### config.mk
export PLATFORM = sky130hd
export DESIGN_NAME = rotshift_unit
export DESIGN_NICKNAME = d
export VERILOG_FILES = /design/src/rtl/rotshift_pkg.sv /design/src/rtl/rs_bit_mover.sv /design/src/rtl/rs_flag_gen.sv /design/src/rtl/rotshift_unit.sv
export SDC_FILE = /design/constraint.sdc
export NUM_CORES = 1
export LEC_CHECK = 0
export BUFFER_PORTS_ARGS = -buffer_cell sky130_fd_sc_hd__buf_2
export CAP_MARGIN = 40
export CORE_MARGIN = 1
export CORE_UTILIZATION = 35
export CTS_CLUSTER_DIAMETER = 50
export DETAILED_ROUTE_END_ITERATION = 16
export GPL_TIMING_DRIVEN = 0
export HOLD_SLACK_MARGIN = 0.03
export PLACE_DENSITY_LB_ADDON = 0.15
export SYNTH_ARGS = -nofsm -noshare
export SYNTH_HDL_FRONTEND = slang
export SYNTH_SLANG_ARGS = --single-unit
### constraint.sdc
create_clock -name clk -period 2.68 [get_ports clk]
set_input_delay 0.134 -clock clk [delete_from_list [all_inputs] [get_ports clk]]
set_output_delay 0.134 -clock clk [all_outputs]
set_load 0.05 [all_outputs]
### src/rtl/rotshift_pkg.sv
package rotshift_pkg;

    typedef enum logic [2:0] {
        OP_ROL_CIRC  = 3'b000,
        OP_ROR_CIRC  = 3'b001,
        OP_ROL_CARRY = 3'b010,
        OP_ROR_CARRY = 3'b011,
        OP_SHL_ZERO  = 3'b100,
        OP_SHR_SIGN  = 3'b101,
        OP_RESERVED  = 3'b110,
        OP_SHR_ZERO  = 3'b111
    } rs_op_e;

    typedef struct packed {
        logic s;
        logic z;
        logic h;
        logic pv;
        logic n;
        logic c;
    } rs_flags_t;

endpackage

### src/rtl/rs_bit_mover.sv
module rs_bit_mover
    import rotshift_pkg::*;
#(
    parameter int WIDTH = 8
) (
    input  logic [2:0]       op_sel,
    input  logic [WIDTH-1:0] operand,
    input  logic             carry_in,
    output logic [WIDTH-1:0] moved,
    output logic             carry_out,
    output logic             legal
);
    localparam int MSB = WIDTH - 1;

    rs_op_e     op;
    logic       move_right;
    logic       fill_low;
    logic       fill_high;
    logic [WIDTH-1:0] left_val;
    logic [WIDTH-1:0] right_val;

    assign op         = rs_op_e'(op_sel);
    assign move_right = op_sel[0];

    // Bit entering at the low end for left-moving codes
    always_comb begin
        case (op)
            OP_ROL_CIRC:  fill_low = operand[MSB];
            OP_ROL_CARRY: fill_low = carry_in;
            default:      fill_low = 1'b0;
        endcase
    end

    // Bit entering at the high end for right-moving codes
    always_comb begin
        case (op)
            OP_ROR_CIRC:  fill_high = operand[0];
            OP_ROR_CARRY: fill_high = carry_in;
            OP_SHR_SIGN:  fill_high = operand[MSB];
            default:      fill_high = 1'b0;
        endcase
    end

    generate
        for (genvar i = 0; i < WIDTH; i++) begin : g_lane
            if (i == 0) begin : g_low
                assign left_val[i] = fill_low;
            end else begin : g_low_n
                assign left_val[i] = operand[i-1];
            end
            if (i == MSB) begin : g_high
                assign right_val[i] = fill_high;
            end else begin : g_high_n
                assign right_val[i] = operand[i+1];
            end
        end
    endgenerate

    assign moved     = move_right ? right_val : left_val;
    assign carry_out = move_right ? operand[0] : operand[MSB];
    assign legal     = (op != OP_RESERVED);

endmodule

### src/rtl/rs_flag_gen.sv
module rs_flag_gen
    import rotshift_pkg::*;
#(
    parameter int WIDTH = 8
) (
    input  logic [WIDTH-1:0] value,
    input  logic             carry_bit,
    output rs_flags_t        flags
);
    // Parity chain seeded with 1 so an even count of ones ends at 1
    logic [WIDTH:0] par_chain;
    logic [WIDTH:0] any_chain;

    assign par_chain[0] = 1'b1;
    assign any_chain[0] = 1'b0;

    generate
        for (genvar i = 0; i < WIDTH; i++) begin : g_chain
            assign par_chain[i+1] = par_chain[i] ^ value[i];
            assign any_chain[i+1] = any_chain[i] | value[i];
        end
    endgenerate

    always_comb begin
        flags    = '0;
        flags.s  = value[WIDTH-1];
        flags.z  = ~any_chain[WIDTH];
        flags.h  = 1'b0;
        flags.pv = par_chain[WIDTH];
        flags.n  = 1'b0;
        flags.c  = carry_bit;
    end

endmodule

### src/rtl/rotshift_unit.sv
module rotshift_unit
    import rotshift_pkg::*;
#(
    parameter int WIDTH = 8
) (
    input  logic             clk,
    input  logic             rst,
    input  logic             in_valid,
    input  logic [2:0]       op_sel,
    input  logic [WIDTH-1:0] operand,
    input  logic             carry_in,
    output logic [WIDTH-1:0] result,
    output logic             flag_s,
    output logic             flag_z,
    output logic             flag_h,
    output logic             flag_pv,
    output logic             flag_n,
    output logic             flag_c,
    output logic             out_valid
);
    typedef struct packed {
        logic [WIDTH-1:0] result;
        rs_flags_t        flags;
        logic             valid;
    } rs_state_t;

    rs_state_t        state_d;
    rs_state_t        state_q;
    logic [WIDTH-1:0] moved;
    logic             carry_out;
    logic             legal;
    rs_flags_t        next_flags;

    rs_bit_mover #(.WIDTH(WIDTH)) u_mover (
        .op_sel    (op_sel),
        .operand   (operand),
        .carry_in  (carry_in),
        .moved     (moved),
        .carry_out (carry_out),
        .legal     (legal)
    );

    rs_flag_gen #(.WIDTH(WIDTH)) u_flags (
        .value     (moved),
        .carry_bit (carry_out),
        .flags     (next_flags)
    );

    always_comb begin
        state_d       = state_q;
        state_d.valid = 1'b0;
        if (in_valid && legal) begin
            state_d.result = moved;
            state_d.flags  = next_flags;
            state_d.valid  = 1'b1;
        end
    end

    always_ff @(posedge clk) begin
        if (rst) begin
            state_q <= '0;
        end else begin
            state_q <= state_d;
        end
    end

    assign result    = state_q.result;
    assign flag_s    = state_q.flags.s;
    assign flag_z    = state_q.flags.z;
    assign flag_h    = state_q.flags.h;
    assign flag_pv   = state_q.flags.pv;
    assign flag_n    = state_q.flags.n;
    assign flag_c    = state_q.flags.c;
    assign out_valid = state_q.valid;

endmodule

Yosys cells after proc, flatten, opt, wreduce, memory -nomap -nowiden
Index checks and enable logic that the tools add are counted.
Operators by class
  reduce and logical (&&, ||, !) cells: 2
  multiplexer cells: 5
  bitwise operators: 16
  equal/unequal tests: 5
Operators by type and width (count)
  $mux W8: 1
  $or A1 B1 Y1: 7
  $xor A1 B1 Y1: 7
  $eq A3 B2 Y1 const B: 2
  $eq A3 B1 Y1 const B: 1
  $eq A3 B3 Y1 const B: 1
  $logic_not A3 Y1: 1
  $ne A3 B3 Y1 const B: 1
  $pmux W1 S3: 1
  $mux W1: 2
  $not A1 Y1: 2
  $pmux W1 S2: 1
  $logic_and A1 B1 Y1: 1
Word-level totals
  bits in registers: 13
  output and inout port bits: 15
  input port bits: 15
  logic and storage cells: 34

Depth between registers and ports, before layout
  word-level depth: 11
  gate-level depth with buffers: 7
  gate-level depth less buffers: 6

Modules after synthesis
A second synthesis with hierarchy kept.
Second synthesis, totals
  cell total of the unflattened synthesis: 97
  area, all modules: 1068.5 um^2
By module, submodules not included
  rotshift_unit: seq. area each 300.3 um^2, area an instance 744.5 um^2, cells an instance 66, times used 1
  rs_bit_mover: seq. area each 0.0 um^2, area an instance 185.2 um^2, cells an instance 17, times used 1
  rs_flag_gen: seq. area each 0.0 um^2, area an instance 138.9 um^2, cells an instance 14, times used 1

Worst setup path before layout
No wires, ideal clock.
  path type: input to register
  from: in op_sel[0]
  to: reg state_q, in the netlist flag_pv
  path buffers: 1
  required time: 2.619 ns
  setup time: 0.061 ns
  arrival: 1.772 ns
  stages: 7
  slack: 0.847 ns
  path through: dlygate4sd1_1 > nand2_1 > o31a_2 > ha_1 > xnor3_1 > a2111o_1 > nand3_2
Between the ends
  word-level cells in the longest chain between the ends: 11
  elaborated cells on any way between the ends: 18
  those cells by class: 5 x eq/ne; 3 x mux; 8 x bitwise; 2 x reduce/logical
RTL lines
  start, declared: line rotshift_unit.sv:9  | input logic [2:0] op_sel,
  $eq A3 B2 Y1 / $logic_not A3 Y1 (equally long branches): line rs_bit_mover.sv:27  | case (op)
  $pmux W1 S2: line rs_bit_mover.sv:27
  $mux W8: line rs_bit_mover.sv:59  | assign moved = move_right ? right_val : left_val;
  $not A1 Y1 (no line)
  $xor A1 B1 Y1 (7 in series): line rs_flag_gen.sv:19  | assign par_chain[i+1] = par_chain[i] ^ value[i];
  end signal, assigned: line rotshift_unit.sv:63  | state_q <= state_d;
  end, declared: line rotshift_unit.sv:28  | rs_state_t state_q;
Several ways; a longest one is shown, not always the timed one.
A chain may end at the register's enable or synchronous reset.

Worst setup path in the final report
Ends and elaborated chain as after synthesis.

==> out/qor.yml <==
ctsHoldBuffers: 0
min_period_over_period_pct: 71.63
htreeDepth: 1
die_h_um: 48.08
rrSetupSlack_ns: 2.06
viasPerCell: 4.707
post-dp-hpwl_um: 1269
end_kind: "register"
synthTopCellsByArea: "dfxtp_1 32%, mux2i_1 15%, nor2_1 8.6%"
clk_pin_slew_worst_paths_ns: 0.07
first_global_vias: 533
grtUsageTotal_pct: 15.34
syn_area_um2: 743.2
clock-sinks: 12
syn_inst: 88
critPathRequiredTime_ns: 2.89
synth_area_leader_cell: "dfxtp_1"
r2r-end: "result[7]"
io_buffer_count: 27
initial_utilization_pct: 37.50
area_delta_synth_final_pct: 28.11
dp_cells: 143
core_area_um2: 1982
diodes: 0
min_to: "out_valid"
r2r_cells: 2
fmax_ghz: 0.5209
design_area_um2: 952.2
gp_congestion: 0.7861
arrival_ns: 2.13
cts_buffers: 3
drive_above_1_share_pct: 33.33
min_path_type: "input port to register"
die-width_um: 48.08
p_leak_nw: 0.4850
die_area_um2: 2312
wl_um: 1640
worst-setup-path-type: "input port to register"
whs_ns: 0.1564
ys_ff_latch: 12
dr.pass1.iters: 4
synth_most_common_cell: "nor2_1"
synth_area_per_cell_um2: 8.446
hp-start: "rst"
rsz0062_at_grt: "false"
async_reset_ff_share_pct: 0
wl_per_cell_um: 11.16
finalMaxSlewViolations: 0
ys.flop_type: "dfxtp_1"
finalSetupViolCount: 0
final_hold_viol_count: 0
grt_start_max_net_pins: 11
finalSetupTns_ns: 0
cts_resized: 0
yosysTopAreaCellShare_pct: 32.32
synthTopCellsByCount: "17 x nor2_1, 12 x dfxtp_1, 11 x mux2i_1"
dpl_cell_area_um2: 915.9
cts_tree: "yes"
cts_buffer_depth: 2
period_minus_slack_ns: 1.920
rr_startpoint: "result[7]"
via_count: 692
final_cells: 147
clk_latency_ns: 0.27
cp_max_fo: 10
synth_cell_types: 26
power_density_nw_per_um2: 539.0
ys_seq_area_share_pct: 32.32
fin_skew_ns: 0
fp-row-count: 16
worstSetupStartpointType: "input port"
hold_depth: 3
fin_nets: 137
grt_pass1_wl_um: 2359
nFillCells: 213
ys_warn_count: 0
cts_setup_buffers: 0
synth-edff-count: 0
grt_remaining_overflow: 0
ir_drop_uv: 265.3
antenna_found_initial: 0
postRouteAntennaNets: 0
first_iter_violations: 4
maxCapViolCount: 0
ios: 30
drc: 0
status: "completed"
cts-root-buf: "clkbuf_4"
kinds of logic (layout without fill, tap and decap cells):
logic type / count (synthesis) / count (layout) / share of synthesized area, %
XOR/XNOR: 7 / 7 / 10.10
other: 1 / 2 / 0.5046
AO/OA/AOI/OAI: 16 / 16 / 13.64
flip-flops: 12 / 12 / 32.32
multiplexers: 11 / 11 / 14.82
adder cells (fa/ha/maj): 1 / 1 / 1.683
buffers and inverters: 9 / 40 / 6.733
AND/OR/NAND/NOR: 31 / 31 / 20.20
stage by stage:
step	utilization (%)	setup WS (ns)	power, mW
after floorplan	-	0.8468	0.3281
after global placement	46.21	0.5296	0.3721
after detailed placement	46.21	0.5156	0.3733
after CTS	48.04	0.7937	0.5205
after global routing	48.04	0.7246	0.5443
final	48.04	0.7604	0.5132
final cells by class:
class / count / area (um^2) / share of cell area (%)
inverters: 2 / 7.507 / 0.7884
well taps: 27 / 33.78 / 3.548
clock buffers: 4 / 36.28 / 3.811
flip-flops and latches: 12 / 240.2 / 25.23
plain buffers: 7 / 42.54 / 4.468
repair buffers: 27 / 135.1 / 14.19
multi-input cells: 68 / 456.7 / 47.96
worst max-delay path, stage by stage:
cell and delay [ns]:
buf_2 0.14, dlygate4sd1_1 0.51, nand2_1 0.10, o31a_2 0.15
ha_1 0.29, xnor3_1 0.42, a2111o_1 0.32, nand3_2 0.08
how the worst max path moves through the flow:
stage               slack, ns  depth (start not counted)  startpoint       to
floorplan                0.85                          7   op_sel[0]  flag_pv
global placement         0.53                          8   op_sel[0]  flag_pv
detailed placement       0.52                          8   op_sel[0]  flag_pv
CTS                      0.79                          8   op_sel[0]  flag_pv
global route             0.72                          8   op_sel[0]  flag_pv
finish                   0.76                          8   op_sel[0]  flag_pv
layout by cell type (no fill, tap or decap), drive strengths merged, types with 3 or more instances in the layout:
master  Yosys  layout
nand3b      3       3
nor2       17      17
clkbuf      3       7
dfxtp      12      12
a21oi      10      10
nand2       5       5
buf         3      30
mux2i      11      11
xor2        5       5
report_power, final:
part / internal [mW] / switching [mW] / total [mW]
sequential: 0.191 / 0.00510 / 0.196
clock: 0.0825 / 0.0615 / 0.144
combinational: 0.0605 / 0.113 / 0.173
routing by layer:
metal	up-vias	wire, um	GRT usage [%]
met5	-	0	0
met4	0	0	5.000
met3	0	84	4.528
met2	20	696	21.35
met1	308	858	22.40
li1	364	-	-
sequential cells by signal (all words and copies together) (netlist names):
register   flops
flag_c         1
flag_pv        1
flag_z         1
out_valid      1
result         8
No activity file was read; power rests on OpenSTA's default activity.
